## config.mk

```make
export PLATFORM = sky130hd
export DESIGN_NAME = dram_port_arbiter
export DESIGN_NICKNAME = d
export VERILOG_FILES = /design/src/rtl/arb_pkg.sv /design/src/rtl/arb_refresh_div.sv /design/src/rtl/arb_backlog.sv /design/src/rtl/arb_owner_fsm.sv /design/src/rtl/dram_port_arbiter.sv
export SDC_FILE = /design/constraint.sdc
export NUM_CORES = 1
export LEC_CHECK = 0
export BUFFER_PORTS_ARGS = -buffer_cell sky130_fd_sc_hd__buf_2
export CORE_MARGIN = 2
export CORE_UTILIZATION = 55
export DETAILED_ROUTE_END_ITERATION = 12
export HOLD_SLACK_MARGIN = 0.08
export PLACE_DENSITY = 0.78
export SYNTH_ARGS = -nofsm -noshare
export SYNTH_HDL_FRONTEND = slang
export SYNTH_SLANG_ARGS = --single-unit
```

## constraint.sdc

```tcl
create_clock -name clk -period 4.95 [get_ports clk]
set_input_delay 0.495 -clock clk [delete_from_list [all_inputs] [get_ports clk]]
set_output_delay 0.495 -clock clk [all_outputs]
set_load 0.005 [all_outputs]
```

## src/rtl/arb_pkg.sv

```systemverilog
package arb_pkg;

    typedef enum logic [1:0] {
        OWN_NONE = 2'd0,
        OWN_A    = 2'd1,
        OWN_B    = 2'd2,
        OWN_REF  = 2'd3
    } owner_t;

    // Terminal count for the divider; factors 0 and 1 both tick every cycle.
    function automatic int unsigned div_limit(input int unsigned factor);
        return (factor <= 1) ? 0 : factor - 1;
    endfunction

    // Winner of a simultaneous request: the port not served last.
    function automatic owner_t rr_pick(input logic last_was_b);
        return last_was_b ? OWN_A : OWN_B;
    endfunction

endpackage

```

## src/rtl/arb_refresh_div.sv

```systemverilog
module arb_refresh_div #(
    parameter int DIV_W = 8
) (
    input  logic             clk,
    input  logic             rst,
    input  logic [DIV_W-1:0] div_sel,
    output logic             tick
);
    import arb_pkg::*;

    logic [DIV_W-1:0] cnt;
    logic [DIV_W-1:0] lim;

    always_comb begin
        lim  = DIV_W'(div_limit(int'(div_sel)));
        tick = (cnt >= lim);
    end

    always_ff @(posedge clk) begin
        if (rst)       cnt <= '0;
        else if (tick) cnt <= '0;
        else           cnt <= cnt + 1'b1;
    end
endmodule

```

## src/rtl/arb_backlog.sv

```systemverilog
module arb_backlog #(
    parameter int BACKLOG = 3
) (
    input  logic clk,
    input  logic rst,
    input  logic tick,
    input  logic take,
    output logic pending
);
    localparam int BW = $clog2(BACKLOG + 1);
    localparam logic [BW-1:0] MAXV = BW'(BACKLOG);

    logic [BW-1:0] cnt;

    always_ff @(posedge clk) begin
        if (rst) begin
            cnt <= '0;
        end else begin
            unique case ({tick, take})
                2'b10:   if (cnt != MAXV) cnt <= cnt + 1'b1;
                2'b01:   cnt <= cnt - 1'b1;
                default: cnt <= cnt;
            endcase
        end
    end

    assign pending = (cnt != '0);
endmodule

```

## src/rtl/arb_owner_fsm.sv

```systemverilog
module arb_owner_fsm #(
    parameter int REF_CYCLES = 4
) (
    input  logic            clk,
    input  logic            rst,
    input  logic            a_req,
    input  logic            b_req,
    input  logic            pchg_pend,
    input  logic            ref_pending,
    output logic            ref_start,
    output arb_pkg::owner_t owner
);
    import arb_pkg::*;

    localparam int RC_W = $clog2(REF_CYCLES + 1);
    localparam logic [RC_W-1:0] RC_LAST = RC_W'(REF_CYCLES - 1);

    owner_t          owner_n;
    logic            last_b;
    logic [RC_W-1:0] rcnt;

    always_comb begin
        owner_n   = owner;
        ref_start = 1'b0;
        unique case (owner)
            OWN_NONE: begin
                if (!pchg_pend) begin
                    if (ref_pending) begin
                        owner_n   = OWN_REF;
                        ref_start = 1'b1;
                    end else if (a_req && b_req) begin
                        owner_n = rr_pick(last_b);
                    end else if (a_req) begin
                        owner_n = OWN_A;
                    end else if (b_req) begin
                        owner_n = OWN_B;
                    end
                end
            end
            OWN_A:   if (!a_req) owner_n = OWN_NONE;
            OWN_B:   if (!b_req) owner_n = OWN_NONE;
            OWN_REF: if (rcnt == '0) owner_n = OWN_NONE;
            default: owner_n = OWN_NONE;
        endcase
    end

    always_ff @(posedge clk) begin
        if (rst) begin
            owner  <= OWN_NONE;
            last_b <= 1'b1;
            rcnt   <= '0;
        end else begin
            owner <= owner_n;
            if (owner == OWN_NONE && owner_n == OWN_A) last_b <= 1'b0;
            if (owner == OWN_NONE && owner_n == OWN_B) last_b <= 1'b1;
            if (ref_start)                             rcnt <= RC_LAST;
            else if (owner == OWN_REF && rcnt != '0)   rcnt <= rcnt - 1'b1;
        end
    end
endmodule

```

## src/rtl/dram_port_arbiter.sv

```systemverilog
module dram_port_arbiter #(
    parameter int DIV_W      = 8,
    parameter int REF_CYCLES = 4,
    parameter int BACKLOG    = 3
) (
    input  logic             clk,
    input  logic             rst,
    input  logic [DIV_W-1:0] div_sel,
    input  logic             pchg_pend,
    input  logic             a_req,
    input  logic             b_req,
    output logic             a_gnt,
    output logic             b_gnt,
    output logic             a_wait,
    output logic             b_wait,
    output logic             ref_busy,
    output logic             ref_tick
);
    import arb_pkg::*;

    logic   pending;
    logic   ref_start;
    owner_t owner;

    arb_refresh_div #(.DIV_W(DIV_W)) u_div (
        .clk(clk), .rst(rst), .div_sel(div_sel), .tick(ref_tick)
    );

    arb_backlog #(.BACKLOG(BACKLOG)) u_backlog (
        .clk(clk), .rst(rst), .tick(ref_tick), .take(ref_start), .pending(pending)
    );

    arb_owner_fsm #(.REF_CYCLES(REF_CYCLES)) u_fsm (
        .clk(clk), .rst(rst), .a_req(a_req), .b_req(b_req),
        .pchg_pend(pchg_pend), .ref_pending(pending),
        .ref_start(ref_start), .owner(owner)
    );

    assign a_gnt    = (owner == OWN_A);
    assign b_gnt    = (owner == OWN_B);
    assign ref_busy = (owner == OWN_REF);
    assign a_wait   = a_req && !a_gnt;
    assign b_wait   = b_req && !b_gnt;
endmodule

```

==> results.cfg <==
[outcome]
outcome = complete, no violations

[timing]
hold_ws_ns = 0.4873
hold_viol = 0
max_slew.worst_pin.slew_ns = 0.6271
max_freq_mhz = 274.8
final-setup-viol-count = 0
rsz0062_at_grt = no
setup_tns_ns = 0
period_share_pct = 73.52
slew_violations = 0
fin_crit_ns = 3.639
finClkSkew_ns = 0.002615
fin_ws_ns = 1.311
slew_headroom_pct = 57.83

[worst_setup_path]
crit_buf_inv = 2
slowest_delay_ns = 0.58
crit_arrival_ns = 3.14
path_class = input pin to primary output
cp.required_ns = 4.45
crit_path_cell_trace = buf_2 -> or3_4 -> or3_4 -> or3_1 -> nor3_1 -> a21oi_1 -> ha_1 -> nand4_1 -> o31ai_1 -> buf_2
crit_family = simple AND/OR/NAND/NOR gates
critical_path.startpoint_type = input pin
cpMaxStageDelayCell = o31ai_1
rrSetupSlack_ns = 2.81
cp_max_fo = 5
critPathCaptureType = primary output

[yosys]
synth-simple-area-share_pct = 28.84
synth_xor_area_share_pct = 8.575
synth_largest_area_cell = dfxtp_1
syn_nets = 169
synth.distinct_cells = 32
synth_top_family_by_area = simple AND/OR/NAND/NOR gates
synth_compound_area_share_pct = 12.58
synthCells = 143
synth-adder-area-share_pct = 14.48
ys_warn_count = 0
syn_area_sq_um = 1124
seq_area_frac_synth_pct = 28.51
synth_mux_area_share_pct = 1.893
avgSynthCellArea_sq_um = 7.857
synth_seq_cells = 16
synth_top_area_share_pct = 28.51
synth.area.top_cells = dfxtp_1 29%, ha_1 14%, nor2_1 6.7%

[routing]
drc_errors = 0
firstDrtPassIters = 4
wirelength_microns = 2117
routedWlPerCell_microns = 11.26
antenna_left = 0
vias = 1022
routed_via_density = 5.436
drt_iter0_drc = 15

[power]
p_per_area_nw_per_um2 = 203.3
power_mw = 0.2542
p_leak_nw = 0.5519
ir_worst_vdd_v = 0.0001714

[placed_design]
gp_congestion = 0.7486
dpl.hpwl_microns = 1736
portBuffers = 18
pre_cts_slack_ns = 1.295

[floorplanning]
die_w_microns = 49.20
fp.dieH_microns = 49.20
die_area_sq_um = 2421
coreArea_sq_um = 1942
rows = 16
start_util_pct = 57.86
io-pin-count = 19

[layout]
syn2layout_area_growth_pct = 11.25
diodes = 0
regArea_sq_um = 320.3
multi_input_area_sq_um = 745.7
fin_nets = 189
n_fill_cell = 181
drive_above_1_share_pct = 16.15

[job]
maxCapViolCount = 0

[clock_tree]
cts_hold_buf = 0
cts_setup_buffers = 0
cts-resized-gates = 0
insertion_delay_ns = 0.28
clockRootBuffer = clkbuf_4
cts_made_buffers = 3
htreeDepth = 1
clockBufferDepth = 2
cts.clk_slew.worst_paths_ns = 0.08
cts_tree = built
numClockSinks = 16

[hold_path]
hold_class = input pin to flop

[grt]
grt_max_degree = 10
grt.overflow.total = 0
antenna_found_initial = 0
grt_pass1_wl_microns = 3946
grt_pass1_vias = 979
grt_usage_pct = 20.58
power by group:
group / switching [mW] / internal (mW)
combinational: 0.0261 / 0.0230
sequential: 0.00635 / 0.133
clock: 0.0372 / 0.0282
total: 0.0696 / 0.185
logic make-up (layout without fill, tap and decap cells):
kind of cell / Yosys count / in the layout
xor gates and xnor gates: 11 / 11
AOI/OAI and AO/OA: 24 / 24
and+or+nand+nor: 64 / 64
adders and majority gates: 13 / 13
buffers and inverters: 13 / 31
muxes: 2 / 2
DFF: 16 / 16
cell type report:
| type | count | share of cell area [%] |
|---|---|---|
| multi-input cells | 114 | 59.66 |
| flip-flops and latches | 16 | 25.63 |
| repair buffers | 18 | 7.207 |
| inverters | 10 | 3.003 |
| well taps | 27 | 2.703 |
| clock buffers | 3 | 1.802 |
worst reg2reg max path: cells and delay by family (launching register included):
| kind | cells | cell delay [ns] |
|---|---|---|
| buf+inv | 1 | 0.06 |
| compound gates | 2 | 0.65 |
| flops | 1 | 0.43 |
| simple gates | 3 | 0.67 |
| fa+ha+maj | 1 | 0.26 |
stage by stage:
step	util, %	instance area [sq um]	instances
global placement	63.21	1227	185
CTS	64.37	1250	188
finish	64.37	1250	188
floorplan	-	1124	143
global route	64.37	1250	188
detailed placement	63.21	1227	185
cells in the mapped netlist (all sizes together):
master / n
o21a: 1
a2111oi: 2
nor2: 20
o21bai: 1
xnor2: 4
nor3b: 2
a21oi: 12
or3b: 1
nor2b: 3
nand3: 8
o31ai: 1
or2: 1
xor2: 7
o41ai: 1
dfxtp: 16
mux2: 1
nand2: 10
mux2i: 1
nand3b: 1
nor3: 6
nand4: 2
o211ai: 1
and3: 4
buf: 2
clkbuf: 1
nand2b: 3
or3: 3
o21ai: 5
ha: 13
inv: 10
metal layers:
| layer | routed length (microns) | global-route usage, % | up-vias |
|---|---|---|---|
| met5 | 0 | 0 | - |
| met4 | 10 | 2.857 | 0 |
| met3 | 90 | 5.828 | 2 |
| met2 | 1090 | 39.64 | 22 |
| met1 | 925 | 22.37 | 465 |
| li1 | - | - | 533 |
final timing paths:
check | start | endpoint | cells past startpoint
worst max-delay path | div_sel[4] | ref_tick | 10
worst min-delay path | rst | u_fsm.rcnt[0] | 2
worst max register to register | u_div.cnt[0] | u_div.cnt[6] | 7
worst min register to register | u_div.cnt[0] | u_div.cnt[0] | 1
cell usage in the layout, fill, tap and decap left out, types with 3 or more instances in the layout:
master	count
nand3_1	8
clkbuf_4	3
buf_2	18
dfxtp_1	16
xnor2_1	4
nand2b_1	3
ha_1	13
o21ai_0	5
and3_1	4
nand2_1	10
inv_1	10
nor3_1	6
nor2_1	20
xor2_1	7
a21oi_1	12
nor2b_1	3
state kept, by name (all words and copies together) (netlist names):
| register | cells |
|---|---|
| u_backlog.cnt | 2 |
| u_fsm.owner | 2 |
| u_fsm.last_b | 1 |
| u_div.cnt | 8 |
| u_fsm.rcnt | 3 |
(Power assumes the default switching activity.)
